### src/rtl/pps_pkg.sv
package pps_pkg;
  localparam int unsigned NUM_STG = 3;
  typedef enum logic [2:0] {
    PH_IDLE = 3'd0,
    PH_WARM = 3'd1,
    PH_ACQ  = 3'd2,
    PH_CONV = 3'd3,
    PH_READ = 3'd4
  } phase_e;
endpackage

### src/rtl/pps_fsm.sv
module pps_fsm import pps_pkg::*; #(
  parameter int unsigned CNT_W = 24
) (
  input  logic             clk_i,
  input  logic             rst_ni,
  input  logic             beam_mode_i,
  input  logic             spill_i,
  input  logic [CNT_W-1:0] cnt_i,
  input  logic [CNT_W-1:0] pcnt_i,
  input  logic [CNT_W-1:0] period_len_i,
  input  logic [CNT_W-1:0] settle_len_i,
  input  logic [CNT_W-1:0] acq_len_i,
  input  logic [CNT_W-1:0] conv_len_i,
  input  logic [CNT_W-1:0] read_len_i,
  output phase_e           phase_q_o,
  output phase_e           phase_d_o
);
  localparam int unsigned EW = CNT_W + 2;

  phase_e phase_q, phase_d;
  logic [EW-1:0] cnt_x;
  logic warm_done, acq_done, conv_done, read_done, period_due;
  phase_e launch;

  assign cnt_x = EW'(cnt_i) + EW'(1);
  // a zero length behaves as one cycle
  assign warm_done  = cnt_x >= EW'(settle_len_i);
  assign acq_done   = cnt_x >= EW'(acq_len_i);
  assign conv_done  = cnt_x >= EW'(conv_len_i);
  assign read_done  = cnt_x >= EW'(read_len_i);
  assign period_due = EW'(pcnt_i) + EW'(settle_len_i) + EW'(1) >= EW'(period_len_i);
  assign launch     = (settle_len_i == '0) ? PH_ACQ : PH_WARM;

  always_comb begin
    phase_d = phase_q;
    unique case (phase_q)
      PH_IDLE: begin
        if (beam_mode_i) begin
          if (spill_i) phase_d = launch;
        end else if (period_due) begin
          phase_d = launch;
        end
      end
      PH_WARM: begin
        if (beam_mode_i && !spill_i) phase_d = PH_IDLE;
        else if (warm_done)          phase_d = PH_ACQ;
      end
      PH_ACQ: begin
        if ((beam_mode_i && !spill_i) || acq_done) phase_d = PH_CONV;
      end
      PH_CONV: begin
        if (conv_done) phase_d = PH_READ;
      end
      PH_READ: begin
        if (read_done) phase_d = (beam_mode_i && spill_i) ? launch : PH_IDLE;
      end
      default: phase_d = PH_IDLE;
    endcase
  end

  always_ff @(posedge clk_i or negedge rst_ni) begin
    if (!rst_ni) phase_q <= PH_IDLE;
    else         phase_q <= phase_d;
  end

  assign phase_q_o = phase_q;
  assign phase_d_o = phase_d;


  acq_to_conv_chk: assert property (@(posedge clk_i) disable iff (!rst_ni)
    (phase_q == PH_ACQ) |=> (phase_q == PH_ACQ || phase_q == PH_CONV));

  conv_to_read_chk: assert property (@(posedge clk_i) disable iff (!rst_ni)
    (phase_q == PH_CONV) |=> (phase_q == PH_CONV || phase_q == PH_READ));

  beam_idle_hold_chk: assert property (@(posedge clk_i) disable iff (!rst_ni)
    (beam_mode_i && !spill_i && phase_q == PH_IDLE) |=> (phase_q == PH_IDLE));

  spill_loss_acq_chk: assert property (@(posedge clk_i) disable iff (!rst_ni)
    (beam_mode_i && !spill_i && phase_q == PH_ACQ) |=> (phase_q == PH_CONV));
endmodule

### src/rtl/pps_timer.sv
module pps_timer import pps_pkg::*; #(
  parameter int unsigned CNT_W = 24
) (
  input  logic             clk_i,
  input  logic             rst_ni,
  input  phase_e           phase_q_i,
  input  phase_e           phase_d_i,
  output logic [CNT_W-1:0] cnt_o,
  output logic [CNT_W-1:0] pcnt_o
);
  logic [CNT_W-1:0] cnt_q, pcnt_q;

  // cnt: cycles in current phase; pcnt: cycles since last acquisition start
  always_ff @(posedge clk_i or negedge rst_ni) begin
    if (!rst_ni) begin
      cnt_q  <= '0;
      pcnt_q <= '0;
    end else begin
      if (phase_d_i != phase_q_i) cnt_q <= '0;
      else if (cnt_q != '1)       cnt_q <= cnt_q + 1'b1;
      if (phase_d_i == PH_ACQ && phase_q_i != PH_ACQ) pcnt_q <= '0;
      else if (pcnt_q != '1)                          pcnt_q <= pcnt_q + 1'b1;
    end
  end

  assign cnt_o  = cnt_q;
  assign pcnt_o = pcnt_q;


  cnt_restart_chk: assert property (@(posedge clk_i) disable iff (!rst_ni)
    (phase_d_i != phase_q_i) |=> (cnt_q == '0));
endmodule

### src/rtl/pps_stage_en.sv
module pps_stage_en import pps_pkg::*; (
  input  logic               clk_i,
  input  logic               rst_ni,
  input  phase_e             phase_d_i,
  input  logic [NUM_STG-1:0] acq_en_i,
  input  logic [NUM_STG-1:0] conv_en_i,
  input  logic [NUM_STG-1:0] read_en_i,
  output logic [NUM_STG-1:0] en_o
);
  localparam logic [NUM_STG-1:0] ANALOG_ONLY = NUM_STG'(1);

  logic [NUM_STG-1:0] sel;

  always_comb begin
    unique case (phase_d_i)
      PH_WARM: sel = acq_en_i & ANALOG_ONLY;
      PH_ACQ:  sel = acq_en_i;
      PH_CONV: sel = conv_en_i;
      PH_READ: sel = read_en_i;
      default: sel = '0;
    endcase
  end

  // registered per stage so enables switch with the phase register
  for (genvar s = 0; s < NUM_STG; s++) begin : g_stg
    logic en_q;
    always_ff @(posedge clk_i or negedge rst_ni) begin
      if (!rst_ni) en_q <= 1'b0;
      else         en_q <= sel[s];
    end
    assign en_o[s] = en_q;
  end
endmodule

### src/rtl/pulse_phase_seq.sv
module pulse_phase_seq import pps_pkg::*; #(
  parameter int unsigned CNT_W = 24
) (
  input  logic             clk_i,
  input  logic             rst_ni,
  input  logic             beam_mode_i,
  input  logic             spill_i,
  input  logic [CNT_W-1:0] period_len_i,
  input  logic [CNT_W-1:0] settle_len_i,
  input  logic [CNT_W-1:0] acq_len_i,
  input  logic [CNT_W-1:0] conv_len_i,
  input  logic [CNT_W-1:0] read_len_i,
  input  logic [2:0]       acq_en_i,
  input  logic [2:0]       conv_en_i,
  input  logic [2:0]       read_en_i,
  output logic [2:0]       pwr_en_o,
  output logic [2:0]       phase_o
);
  phase_e phase_q, phase_d;
  logic [CNT_W-1:0] cnt, pcnt;

  pps_fsm #(.CNT_W(CNT_W)) u_fsm (
    .clk_i, .rst_ni, .beam_mode_i, .spill_i,
    .cnt_i(cnt), .pcnt_i(pcnt),
    .period_len_i, .settle_len_i, .acq_len_i, .conv_len_i, .read_len_i,
    .phase_q_o(phase_q), .phase_d_o(phase_d)
  );

  pps_timer #(.CNT_W(CNT_W)) u_timer (
    .clk_i, .rst_ni, .phase_q_i(phase_q), .phase_d_i(phase_d),
    .cnt_o(cnt), .pcnt_o(pcnt)
  );

  pps_stage_en u_en (
    .clk_i, .rst_ni, .phase_d_i(phase_d),
    .acq_en_i, .conv_en_i, .read_en_i, .en_o(pwr_en_o)
  );

  assign phase_o = phase_q;


  idle_dark_chk: assert property (@(posedge clk_i) disable iff (!rst_ni)
    (phase_o == 3'd0) |-> (pwr_en_o == 3'b000));

  warm_analog_only_chk: assert property (@(posedge clk_i) disable iff (!rst_ni)
    (phase_o == 3'd1) |-> (pwr_en_o[2:1] == 2'b00));
endmodule

### config.mk
export PLATFORM = sky130hd
export DESIGN_NAME = pulse_phase_seq
export DESIGN_NICKNAME = d
export VERILOG_FILES = /design/src/rtl/pps_pkg.sv /design/src/rtl/pps_fsm.sv /design/src/rtl/pps_timer.sv /design/src/rtl/pps_stage_en.sv /design/src/rtl/pulse_phase_seq.sv
export SDC_FILE = /design/constraint.sdc
export NUM_CORES = 1
export LEC_CHECK = 0
export ABC_CLOCK_PERIOD_IN_PS = 8500
export BUFFER_PORTS_ARGS = -buffer_cell sky130_fd_sc_hd__buf_2
export CORE_MARGIN = 1.5
export CORE_UTILIZATION = 40
export CTS_BUF_LIST = sky130_fd_sc_hd__clkbuf_8 sky130_fd_sc_hd__clkbuf_16
export CTS_CLUSTER_SIZE = 8
export DETAILED_ROUTE_END_ITERATION = 10
export PLACE_DENSITY = 0.57
export SETUP_SLACK_MARGIN = 0.2
export SLEW_MARGIN = 20
export SYNTH_ARGS = -nofsm -noshare
export SYNTH_HDL_FRONTEND = slang
export SYNTH_SLANG_ARGS = --single-unit
### constraint.sdc
create_clock -name clk_i -period 8.5 [get_ports clk_i]
set_input_delay 0 -clock clk_i [delete_from_list [all_inputs] [get_ports clk_i]]
set_output_delay 0 -clock clk_i [all_outputs]
set_load 0.1 [all_outputs]
==> results.md, run 1 <==
* Final #Nets at 1,497
* Actual slew at the worst max-slew pin at approximately 800 ps
* N_diodes at 0
* Setup ws final at just under 2000 ps
* Placed cell count at 1,472
* Clock Sinks at 54
* CP most frequent cell: ha_1
* Final hold violation count at 0
* Clock tree buffer depth at 2
* Final Wtd Congestion at 0.849
* Max-slew violations at 0
* Peak VDD IR at 0.000108 V
* FP Rows at between 50 and 60
* Place WS at 1970 ps
* R2R Setup Slk at 1970 ps
* Die W at between 100 and 150 um
* Routed WL at 23,600 um
* First-pass GRT wire length at between 30,000 and 40,000 um
* Fin cells at ~1,500
* Seq/Total Area, Yosys at around 16%
* Worst setup startpoint: u_timer.pcnt_o[0]
* Main synth FF type: dfrtp_1
* Clk slew on worst S/H paths at 80 ps
* Clock period minus worst slack at between 6000 and 7000 ps
* Async SR Flop Fraction at between 90% and 100%
* Pre-antenna DRT Iters at 5
* Die Y at 147 um
* Peak Freq at roughly 150 MHz
* Worst hold path class: input port to asynchronous set/reset pin
* Number of enable flip-flop cells after synthesis at 0
* Max incr delay on CP at about 660 ps
* Hold WS at 350 ps
* All-Layer GR Usage at a little over a fifth
* Syn Nets at 1,364
* Worst endpoint required time at 8700 ps
* Post-Place Cell Area at between 0.009 and 0.01 mm2
* Worst Setup Path Type: flop to flop
* Avg Vias per Cell at around 5.4
* Grt ovf at 0
* Slew Limit Headroom at between 40 and 50%
* Antenna violations before repair at 0
* Status: finished clean
* Unrepaired setup endpoints after global routing: no
* Final setup vio count at 0
* Synth cell types at 85
* Clk_lat worst skew at 320 ps
* Worst Clk Skew at around 15 ps
* Fin crit share at between 70% and 80%
* DR iter-0 viols at roughly 480
* Max Cap Violations at 0
* Crit Reg-Reg Endpoint: u_en.g_stg[1].en_q
* Crit path cell chain: ha_1 -> inv_1 -> fa_1 -> nand2b_1 -> a211oi_4 -> o21a_2 -> or3_1 -> nand4_1 -> or4_1 -> and2b_1 -> nor4bb_1 -> xor2_1 -> ha_1 -> and4_1 -> nand3_1 -> nor3_1 -> nor4_1 -> nand2_1 -> or2_2 -> a21oi_2 -> inv_2 -> a22oi_1 -> o21ai_0 -> dlygate4sd3_1
* CTS Root Cell: clkbuf_16
* Filler cells at 2,101
* RR Startpoint: u_timer.pcnt_o[0]
* TritonCTS clock tree: yes
* Fin Setup TNS at 0 ps
* Core Area at 0.0203 mm2
* Worst Setup Start Kind: flop
* H-tree depth at 2
* Share of layout cells above drive strength 1 at between 10% and 20%
* Initial core utilization at approximately two fifths
* PortBufs at roughly 140
* Die area at approximately 0.022 mm2
* Slowest cell on crit path: or4_1
* CP endpoint kind: flop
* Post-Syn Area per Cell at 7.67 um2
* Gate Count Post-Synth at roughly 1,100
* Vias in the first global route at approximately 7,500
* Critical Path End: u_en.g_stg[1].en_q
* ANT nets after route at 0
* Largest net degree at the start of global routing at 55
* Avg WL per Cell at 15.9 um
* Static Leak at slightly below 5 nW
* Synthesis Warnings at 0
* Ports at 139
* Worst Path Max Fanout at 9
* Worst r2r path cells at 24
* Flops & latches, synth at 54
* Final Cell Area at about 0.0095 mm2
* Power per cell area at roughly 140 mW/mm2
* HPWL after detailed placement at 19,700 um
* DRC at 0
* Vias post-DR at approximately 8,000
* CTS resizes at 0
* Layout Area Growth over Synthesis at 14.1%
* Critical path arrival at 6720 ps
* Total CTS buffers at 5
* Synthesized area at 0.00830 mm2
-- per-layer routing --
layer / GRT usage [%] / share of wire (%) / vias to the layer above
met2: 33.9 / 43 / 186
met1: 32.2 / 51 / 3655
met4: 4.90 / 1.6 / 0
met3: 2.42 / 4.3 / 25
met5: 0 / 0 / -
li1: - / - / 4146
-- worst max-delay path: cells and delay by family, from the launching register on --
kind,cells,cell delay (ps)
fa+ha+maj,3,910
compound gates,5,1210
flops,1,410
buf+inv,3,750
xor+xnor,1,200
simple gates,12,2930
-- logic make-up after synthesis --
logic type / Yosys count / share of synthesized area [%]
AND/OR/NAND/NOR: 420 / 26.7
AO/OA/AOI/OAI: 220 / 18.1
buffers and inverters: 160 / 7.84
adder cells (fa/ha/maj): 148 / 22.4
XOR/XNOR: 77 / 8.21
flip-flops: 54 / 16.3
multiplexers: 4 / 0.482
-- cell usage in the layout (no fill, tap or decap), drive strengths merged, types with 3 or more instances in the layout --
master	netlist	routed
or2	7	7
nand4	29	29
mux2i	4	4
or4	4	4
a21oi	54	54
and2	4	4
nand3b	4	4
dfrtp	54	54
a2111oi	5	5
nand2b	5	5
nand2	88	88
nor4	20	20
a31oi	8	8
o211ai	20	20
and3	12	12
a211oi	15	15
nand3	42	42
clkbuf	8	5
xnor2	47	47
dlygate4sd3	0	7
a21o	14	14
or3	13	13
nor2b	5	5
nor2	112	112
buf	16	143
nor3	50	50
o21bai	3	3
and4	12	12
nor3b	3	3
o2111ai	4	4
o21ai	54	54
o22ai	3	3
inv	136	137
o21a	11	11
xor2	30	30
ha	147	147
-- stage by stage --
step / util [%] / power [mW]
after floorplan: - / 0.887
after global placement: 45.5 / 1.06
after detailed placement: 45.5 / 1.06
after CTS: 46.7 / 1.33
after global routing: 46.7 / 1.43
final: 46.7 / 1.32
-- final cells by class --
| cell class | count | area, um2 | area share [%] |
|---|---|---|---|
| Clock buffer | 5 | 125 | 1.32 |
| Multi-Input combinational cell | 869 | 6300 | 66.5 |
| Inverter | 136 | 513 | 5.41 |
| Clock inverter | 3 | 48.8 | 0.515 |
| Tap cell | 270 | 338 | 3.57 |
| Timing Repair Buffer | 150 | 798 | 8.42 |
| Sequential cell | 54 | 1350 | 14.3 |
-- sequential cells by signal, summed over array words and instances (netlist names) --
signal,flops
u_en.g_stg.en_q,3
u_timer.pcnt_o,24
u_fsm.phase_q_o,3
u_timer.cnt_o,24
-- worst min-delay path by stage --
stage / depth (start not counted) / end / startpoint / slack [ps]
finish: 3 / u_timer.pcnt_o[0] / rst_ni / 350
global route: 3 / u_timer.pcnt_o[0] / rst_ni / 440
CTS: 3 / u_timer.pcnt_o[0] / rst_ni / 390
detailed placement: 2 / u_timer.pcnt_o[0] / rst_ni / 190
global placement: 2 / u_timer.pcnt_o[2] / rst_ni / 180
floorplan: 0 / u_en.g_stg[0].en_q / rst_ni / -300
-- cell usage after synthesis (8+ instances only) --
cell	number	area share [%]
a211oi_1	13	1.2
a21o_1	14	1.3
a21oi_1	51	3.1
and3_1	12	0.90
and4_1	12	1.3
buf_2	11	0.66
clkbuf_1	8	0.36
dfrtp_1	54	16
ha_1	147	22
inv_1	134	6.1
nand2_1	87	3.9
nand3_1	42	2.5
nand4_1	29	2.2
nor2_1	111	5.0
nor3_1	30	1.8
nor3_2	20	2.4
nor4_1	18	1.4
o211ai_1	19	1.7
o21a_1	9	0.81
o21ai_0	47	2.8
or3_1	13	0.98
xnor2_1	46	4.9
xor2_1	30	3.2
-- repair_timing --
item / CTS / global route
hold buffers: 7 / 0
buffers inserted: 0 / 0
endpoints found under the hold margin: 57 / 0
-- where the power goes --
part / switching (mW) / total (mW) / internal, mW / leakage, nW
combinational: 0.494 / 0.757 / 0.263 / 3.99
sequential: 0.0339 / 0.317 / 0.283 / 0.734
clock: 0.107 / 0.248 / 0.141 / 0.0819
total: 0.635 / 1.32 / 0.688 / 4.80
No activity file was read; power rests on OpenSTA's default activity.
==> run 2, diff against run 1 <==
--- a/config.mk
+++ b/config.mk
@@ -5,14 +5,15 @@
 export SDC_FILE = /design/constraint.sdc
 export NUM_CORES = 1
 export LEC_CHECK = 0
-export ABC_CLOCK_PERIOD_IN_PS = 8500
+export ABC_AREA = 1
+export ABC_CLOCK_PERIOD_IN_PS = 6900
 export BUFFER_PORTS_ARGS = -buffer_cell sky130_fd_sc_hd__buf_2
 export CORE_MARGIN = 1.5
 export CORE_UTILIZATION = 40
 export CTS_BUF_LIST = sky130_fd_sc_hd__clkbuf_8 sky130_fd_sc_hd__clkbuf_16
 export CTS_CLUSTER_SIZE = 8
 export DETAILED_ROUTE_END_ITERATION = 10
-export PLACE_DENSITY = 0.57
+export PLACE_DENSITY = 0.56
 export SETUP_SLACK_MARGIN = 0.2
 export SLEW_MARGIN = 20
 export SYNTH_ARGS = -nofsm -noshare
==> constraint.sdc (replaced) <==
create_clock -name clk_i -period 6.9 [get_ports clk_i]
set_input_delay 0 -clock clk_i [delete_from_list [all_inputs] [get_ports clk_i]]
set_output_delay 0 -clock clk_i [all_outputs]
set_load 0.1 [all_outputs]
==> results.md, run 2 <==
* Status: finished clean
* Clock Sinks at between 50 and 60
* Hold path depth at 6
* Clock power frac at 15.1%
* Fin crit share at approximately four fifths
* Critical path buffers and inverters at 7
* Slowest cell on crit path: dlygate4sd3_1
* Total CTS buffers at 5
* Commonest non-fill, non-tap cells in the layout: nand2_1 (385), inv_1 (334), ha_1 (147)
* TritonCTS clock tree: yes
* Worst Setup Start Kind: flop
* Seq/Total Area, Yosys at ~15%
* End-of-flow core utilization at between 40% and 50%
* Synthesized area at around 0.009 mm2
* R2R Setup Slk at ~1400 ps
* Avg Vias per Cell at between 4 and 5
* H-tree depth at 2
* Final setup vio count at 0
* PortBufs at 138
* Main synth FF type: dfrtp_1
* Post-Syn Area per Cell at ~6.2 um2
* Peak VDD IR at 0.000175 V
* Vias post-DR at just over 9,000
* Sequential power share at a little under a quarter
* Synthesis Warnings at 0
* Synth cell types at 47
* HPWL after detailed placement at 22,200 um
* Max-slew violations at 0
* Top cells by count, synth: nand2_1 (385), inv_1 (333), ha_1 (147)
* Crit Reg-Reg Endpoint: u_en.g_stg[0].en_q
* Setup bufs post-CTS at 0
* Async SR Flop Fraction at 100%
* Worst endpoint required time at between 7000 and 8000 ps
* RR Startpoint: u_timer.pcnt_o[0]
* FP Rows at 55
* CP most frequent cell: nand2_1
* Syn Nets at approximately 1,800
* Area occupied by multi-input gates at 0.00652 mm2
* HP Start: beam_mode_i
* Routed WL at between 20,000 and 30,000 um
* Core Area at approximately 0.023 mm2
* Largest net degree at the start of global routing at 55
* Synth top area share at about a fifth
* Fin Setup TNS at 0 ps
* P_sw at 0.883 mW
* N_diodes at 0
* Clock period minus worst slack at between 5000 and 6000 ps
* Post-Place Cell Area at ~0.010 mm2
* Count leader, synth: nand2_1
* Synth area leader: ha_1
* Static Leak at about 6.2 nW
* Hold WS at ~280 ps
* Max Cap Violations at 0
* All-Layer GR Usage at 22.0%
* Hold worst-path end: u_fsm.phase_q_o[0]
* Final Cell Area at 0.0104 mm2
* Die W at approximately 160 um
* Ports at ~140
* Internal power at ~0.79 mW
* Final Wtd Congestion at around 0.86
* Share of layout cells above drive strength 1 at ~14%
* Grt ovf at 0
* Final #Nets at 1,914
* Clock tree buffer depth at 2
* Pre-antenna DRT Iters at 5
* Switching share of total power at 52.7%
* Slew Limit Headroom at approximately 50%
* ANT nets after route at 0
* Die area at 0.0241 mm2
* Filler cells at around 2,500
* Antenna violations before repair at 0
* Number of enable flip-flop cells after synthesis at 0
* Flops & latches, synth at 54
* Critical path arrival at 5630 ps
* DRC at 0
* Actual slew at the worst max-slew pin at about 750 ps
* First-pass GRT wire length at about 43,000 um
* Vias in the first global route at ~9,000
* Avg WL per Cell at 13.5 um
* Final hold violation count at 0
* DR iter-0 viols at between 400 and 500
* Die Y at roughly 160 um
* Gate Count Post-Synth at 1,491
* Clk slew on worst S/H paths at 70 ps
* CP endpoint kind: flop
* Worst r2r path cells at 38
* Synth area leaders: ha_1 (20%), nand2_1 (16%), dfrtp_1 (15%)
* Peak Freq at 183 MHz
* Register Area at 0.00135 mm2
* Max incr delay on CP at between 500 and 600 ps
* Delay-heaviest family, CP: simple AND/OR/NAND/NOR gates
* Most common library cell in the layout ignoring fill and taps: nand2_1
* Power per cell area at 161 mW/mm2
* Worst Path Max Fanout at 23
* Worst Clk Skew at just over 4 ps
* Layout Area Growth over Synthesis at 12.7%
* Initial core utilization at between 40% and 50%
* CTS Root Cell: clkbuf_16
* Gate power share at around 62%
* Unrepaired setup endpoints after global routing: no
* Clk_lat worst skew at ~290 ps
* Worst Setup Path Type: flop to flop
* Worst hold path class: input port to flop
run 2: worst max path at each step:
| stage | cells past startpoint | end | slack, ps | start |
|---|---|---|---|---|
| floorplan | 38 | u_timer.cnt_o[17] | 2500 | u_timer.pcnt_o[0] |
| global placement | 35 | u_timer.cnt_o[0] | 1590 | u_timer.pcnt_o[0] |
| detailed placement | 36 | u_timer.cnt_o[2] | 1470 | u_timer.pcnt_o[0] |
| CTS | 38 | u_en.g_stg[0].en_q | 1400 | u_timer.pcnt_o[0] |
| global route | 38 | u_en.g_stg[0].en_q | 750 | u_timer.pcnt_o[0] |
| finish | 38 | u_en.g_stg[0].en_q | 1450 | u_timer.pcnt_o[0] |
run 2: cell families after synthesis:
family          Yosys count  synth area share [%]
simple gates            740                  37.5
buf+inv                 359                  15.0
compound gates          156                  9.63
fa+ha+maj               148                  20.1
flops                    54                  14.6
xor+xnor                 34                  3.21
run 2: metrics by stage:
| step | std cells | setup slack [ps] | total power [mW] |
|---|---|---|---|
| after detailed placement | 1904 | 1470 | 1.41 |
| after global placement | 1904 | 1590 | 1.40 |
| final | 1918 | 1450 | 1.68 |
| after floorplan | 1491 | 2500 | 1.23 |
| after global routing | 1918 | 755 | 1.84 |
| after CTS | 1918 | 1400 | 1.69 |
run 2: power groups by stage:
stage	clock (mW)	sequential, mW	combinational (mW)
after global routing	0.270	0.388	1.18
after detailed placement	0	0.388	1.02
after global placement	0	0.387	1.02
after floorplan	0	0.422	0.805
after CTS	0.261	0.382	1.05
final	0.253	0.383	1.04
run 2: area by class of cell:
class,instances,area share [%]
Timing Repair Buffer,146,7.36
Tap cell,285,3.42
Inverter,348,12.5
Sequential cell,54,12.9
Clock buffer,5,1.20
Clock inverter,2,0.108
Multi-Input combinational cell,1078,62.5
run 2: per-layer routing:
layer,global-route usage (%),up-vias,share of wire [%]
li1,-,5003,-
met1,26.8,4090,46
met2,41.5,166,50
met3,1.17,39,2.2
met4,6.53,0,2.5
met5,0,-,0
run 2: worst register-to-register path, delay by kind of cell (launching register included):
| family | cells | cell delay [ps] |
|---|---|---|
| compound gates | 1 | 50 |
| flops | 1 | 420 |
| xor+xnor | 1 | 130 |
| fa+ha+maj | 4 | 1110 |
| simple gates | 25 | 2670 |
| buf+inv | 7 | 940 |
run 2: timing repair:
| item | CTS | global route |
|---|---|---|
| resized for setup | 0 | 0 |
| hold buffers | 7 | 0 |
| hold endpoints to repair | 57 | 0 |
==> run 3, diff against run 2 <==
--- a/config.mk
+++ b/config.mk
@@ -6,7 +6,7 @@
 export NUM_CORES = 1
 export LEC_CHECK = 0
 export ABC_AREA = 1
-export ABC_CLOCK_PERIOD_IN_PS = 6900
+export ABC_CLOCK_PERIOD_IN_PS = 5350
 export BUFFER_PORTS_ARGS = -buffer_cell sky130_fd_sc_hd__buf_2
 export CORE_MARGIN = 1.5
 export CORE_UTILIZATION = 40
==> constraint.sdc (replaced) <==
create_clock -name clk_i -period 5.35 [get_ports clk_i]
set_input_delay 0 -clock clk_i [delete_from_list [all_inputs] [get_ports clk_i]]
set_output_delay 0 -clock clk_i [all_outputs]
set_load 0.1 [all_outputs]
==> results.md, run 3 (synthesis gave the netlist of run 2 again) <==
* Status: finished clean
* Post-Place Cell Area at between 0.01 and 0.015 mm2
* Fin Setup TNS at 0 ps
* Core Area at around 0.023 mm2
* Avg Vias per Cell at ~4.8
* Worst hold path class: input port to flop
* Fin cells at a little under 2,000
* Vias in the first global route at around 9,000
* HPWL after detailed placement at around 22,000 um
* Initial core utilization at between 40% and 50%
* End-of-flow core utilization at a little under half
* Clock Sinks at 54
* Die area at ~0.024 mm2
* Cell depth of the worst setup path at 35
* Area occupied by multi-input gates at around 0.0066 mm2
* Layout Area Growth over Synthesis at 16.2%
* Final #Nets at 1,936
* Slowest cell on crit path: fa_1
* Peak Freq at roughly 210 MHz
* Clock tree buffer depth at 2
* First-pass GRT wire length at around 42,000 um
* Total CTS buffers at 5
* Grt ovf at 0
* Worst r2r path cells at 35
* TritonCTS clock tree: yes
* Worst endpoint required time at about 5600 ps
* Max Cap Violations at 0
* R2R Setup Slk at ~530 ps
* Vias post-DR at roughly 9,400
* Actual slew at the worst max-slew pin at 848 ps
* P_sw at roughly 1.2 mW
* Gate power share at ~64%
* Peak VDD IR at ~0.00014 V
* Clk slew on worst S/H paths at roughly 70 ps
* Power per cell area at 224 mW/mm2
* CTS Root Cell: clkbuf_16
* Die Y at between 150 and 200 um
* Die W at between 150 and 200 um
* H-tree depth at 2
* ANT nets after route at 0
* Switching share of total power at 48.9%
* Crit Reg-Reg Endpoint: u_timer.cnt_o[4]
* Slew Limit Headroom at between 40 and 50%
* Commonest non-fill, non-tap cells in the layout: nand2_1 (383), inv_1 (332), ha_1 (144)
* Clk_lat worst skew at 290 ps
* Most common library cell in the layout ignoring fill and taps: nand2_1
* Max-slew violations at 0
* Delay-heaviest family, CP: simple AND/OR/NAND/NOR gates
* Clock power frac at around 16%
* Ports at ~140
* All-Layer GR Usage at 21.8%
* Static Leak at 6.30 nW
* Final Cell Area at roughly 0.011 mm2
* Final hold violation count at 0
* Avg WL per Cell at 13.4 um
* Antenna violations before repair at 0
* Setup ws final at between 500 and 600 ps
* Routed WL at 26,100 um
* Fin crit share at between 90% and 100%
* RR Startpoint: u_timer.pcnt_o[0]
* CP most frequent cell: nand2_1
* Final setup vio count at 0
* Critical Path End: u_timer.cnt_o[4]
* Hold WS at ~270 ps
* CP endpoint kind: flop
* Worst Path Max Fanout at 7
* Place WS at roughly 270 ps
* Total power at approximately 2.4 mW
* Worst setup startpoint: u_timer.pcnt_o[0]
* Clock period minus worst slack at a little under 5000 ps
* Share of layout cells above drive strength 1 at between 10% and 20%
* Unrepaired setup endpoints after global routing: no
* Worst Clk Skew at between 7 and 8 ps
* Internal power at roughly 1.2 mW
* Worst Setup Path Type: flop to flop
* Sequential power share at 20.2%
* DR iter-0 viols at between 300 and 400
* Placed cell count at roughly 1,900
* DRC at 0
* PortBufs at roughly 140
* Pre-antenna DRT Iters at 5
* Critical path arrival at slightly above 5000 ps
* Largest net degree at the start of global routing at between 50 and 60
* Register Area at around 0.0014 mm2
* Max incr delay on CP at 410 ps
* Worst Setup Start Kind: flop
* Final Wtd Congestion at about 0.86
* Critical path buffers and inverters at 6
* FP Rows at 55
* N_diodes at 0
* Filler cells at ~2,500
## run 3: cell count changes in the layout (fill, tap and decap cells not counted), moves of 3 or more
cell / change
buf_4: +16
nor2_2: +4
ha_1: -3
nor2_1: -5
nor3_1: -3
nor3_2: +3
dlygate4sd3_1: +3
## run 3: worst min path at each step
stage,startpoint,end,depth (start not counted)
3_5_place_dp,rst_ni,u_en.g_stg[2].en_q,2
2_1_floorplan,rst_ni,u_en.g_stg[0].en_q,0
4_1_cts,beam_mode_i,u_fsm.phase_q_o[1],5
3_3_place_gp,rst_ni,u_en.g_stg[2].en_q,2
6_report,beam_mode_i,u_timer.pcnt_o[22],6
5_1_grt,beam_mode_i,u_timer.pcnt_o[22],6
## run 3: final cells by class
cell class | instances | area share [%]
clock buffers | 6 | 1.29
multi-input cells | 1078 | 61.3
clock inverters | 1 | 0.279
well taps | 285 | 3.31
flip-flops and latches | 54 | 12.6
repair buffers | 168 | 9.14
inverters | 348 | 12.1
## run 3: per-layer routing
layer / share of wire, % / track usage [%]
met4: 2.8 / 6.58
met2: 49 / 40.6
met5: 0 / 0
met1: 46 / 26.8
met3: 2.5 / 1.48
## run 3: repair_timing
action | 4_1_cts | 5_1_grt
setup endpoints to repair | 0 | 51
hold endpoints to repair | 57 | 0
hold buffers | 10 | 0
gates resized for setup | 0 | 19
setup buffers | 0 | 11
## run 3: worst register-to-register path, delay by kind of cell (launching register included)
kind / cells / cell delay (ps)
AOI/OAI and AO/OA: 3 / 410
and+or+nand+nor: 21 / 2200
adders and majority gates: 4 / 970
buffers and inverters: 6 / 610
xor gates and xnor gates: 1 / 190
DFF: 1 / 390
## run 3: power by group through the flow
| stage | logic, mW | clock network [mW] | registers, mW |
|---|---|---|---|
| finish | 1.54 | 0.384 | 0.486 |
| global route | 1.72 | 0.408 | 0.491 |
| CTS | 1.41 | 0.398 | 0.487 |
| detailed placement | 1.40 | 0 | 0.495 |
| global placement | 1.39 | 0 | 0.494 |
| floorplan | 1.04 | 0 | 0.545 |
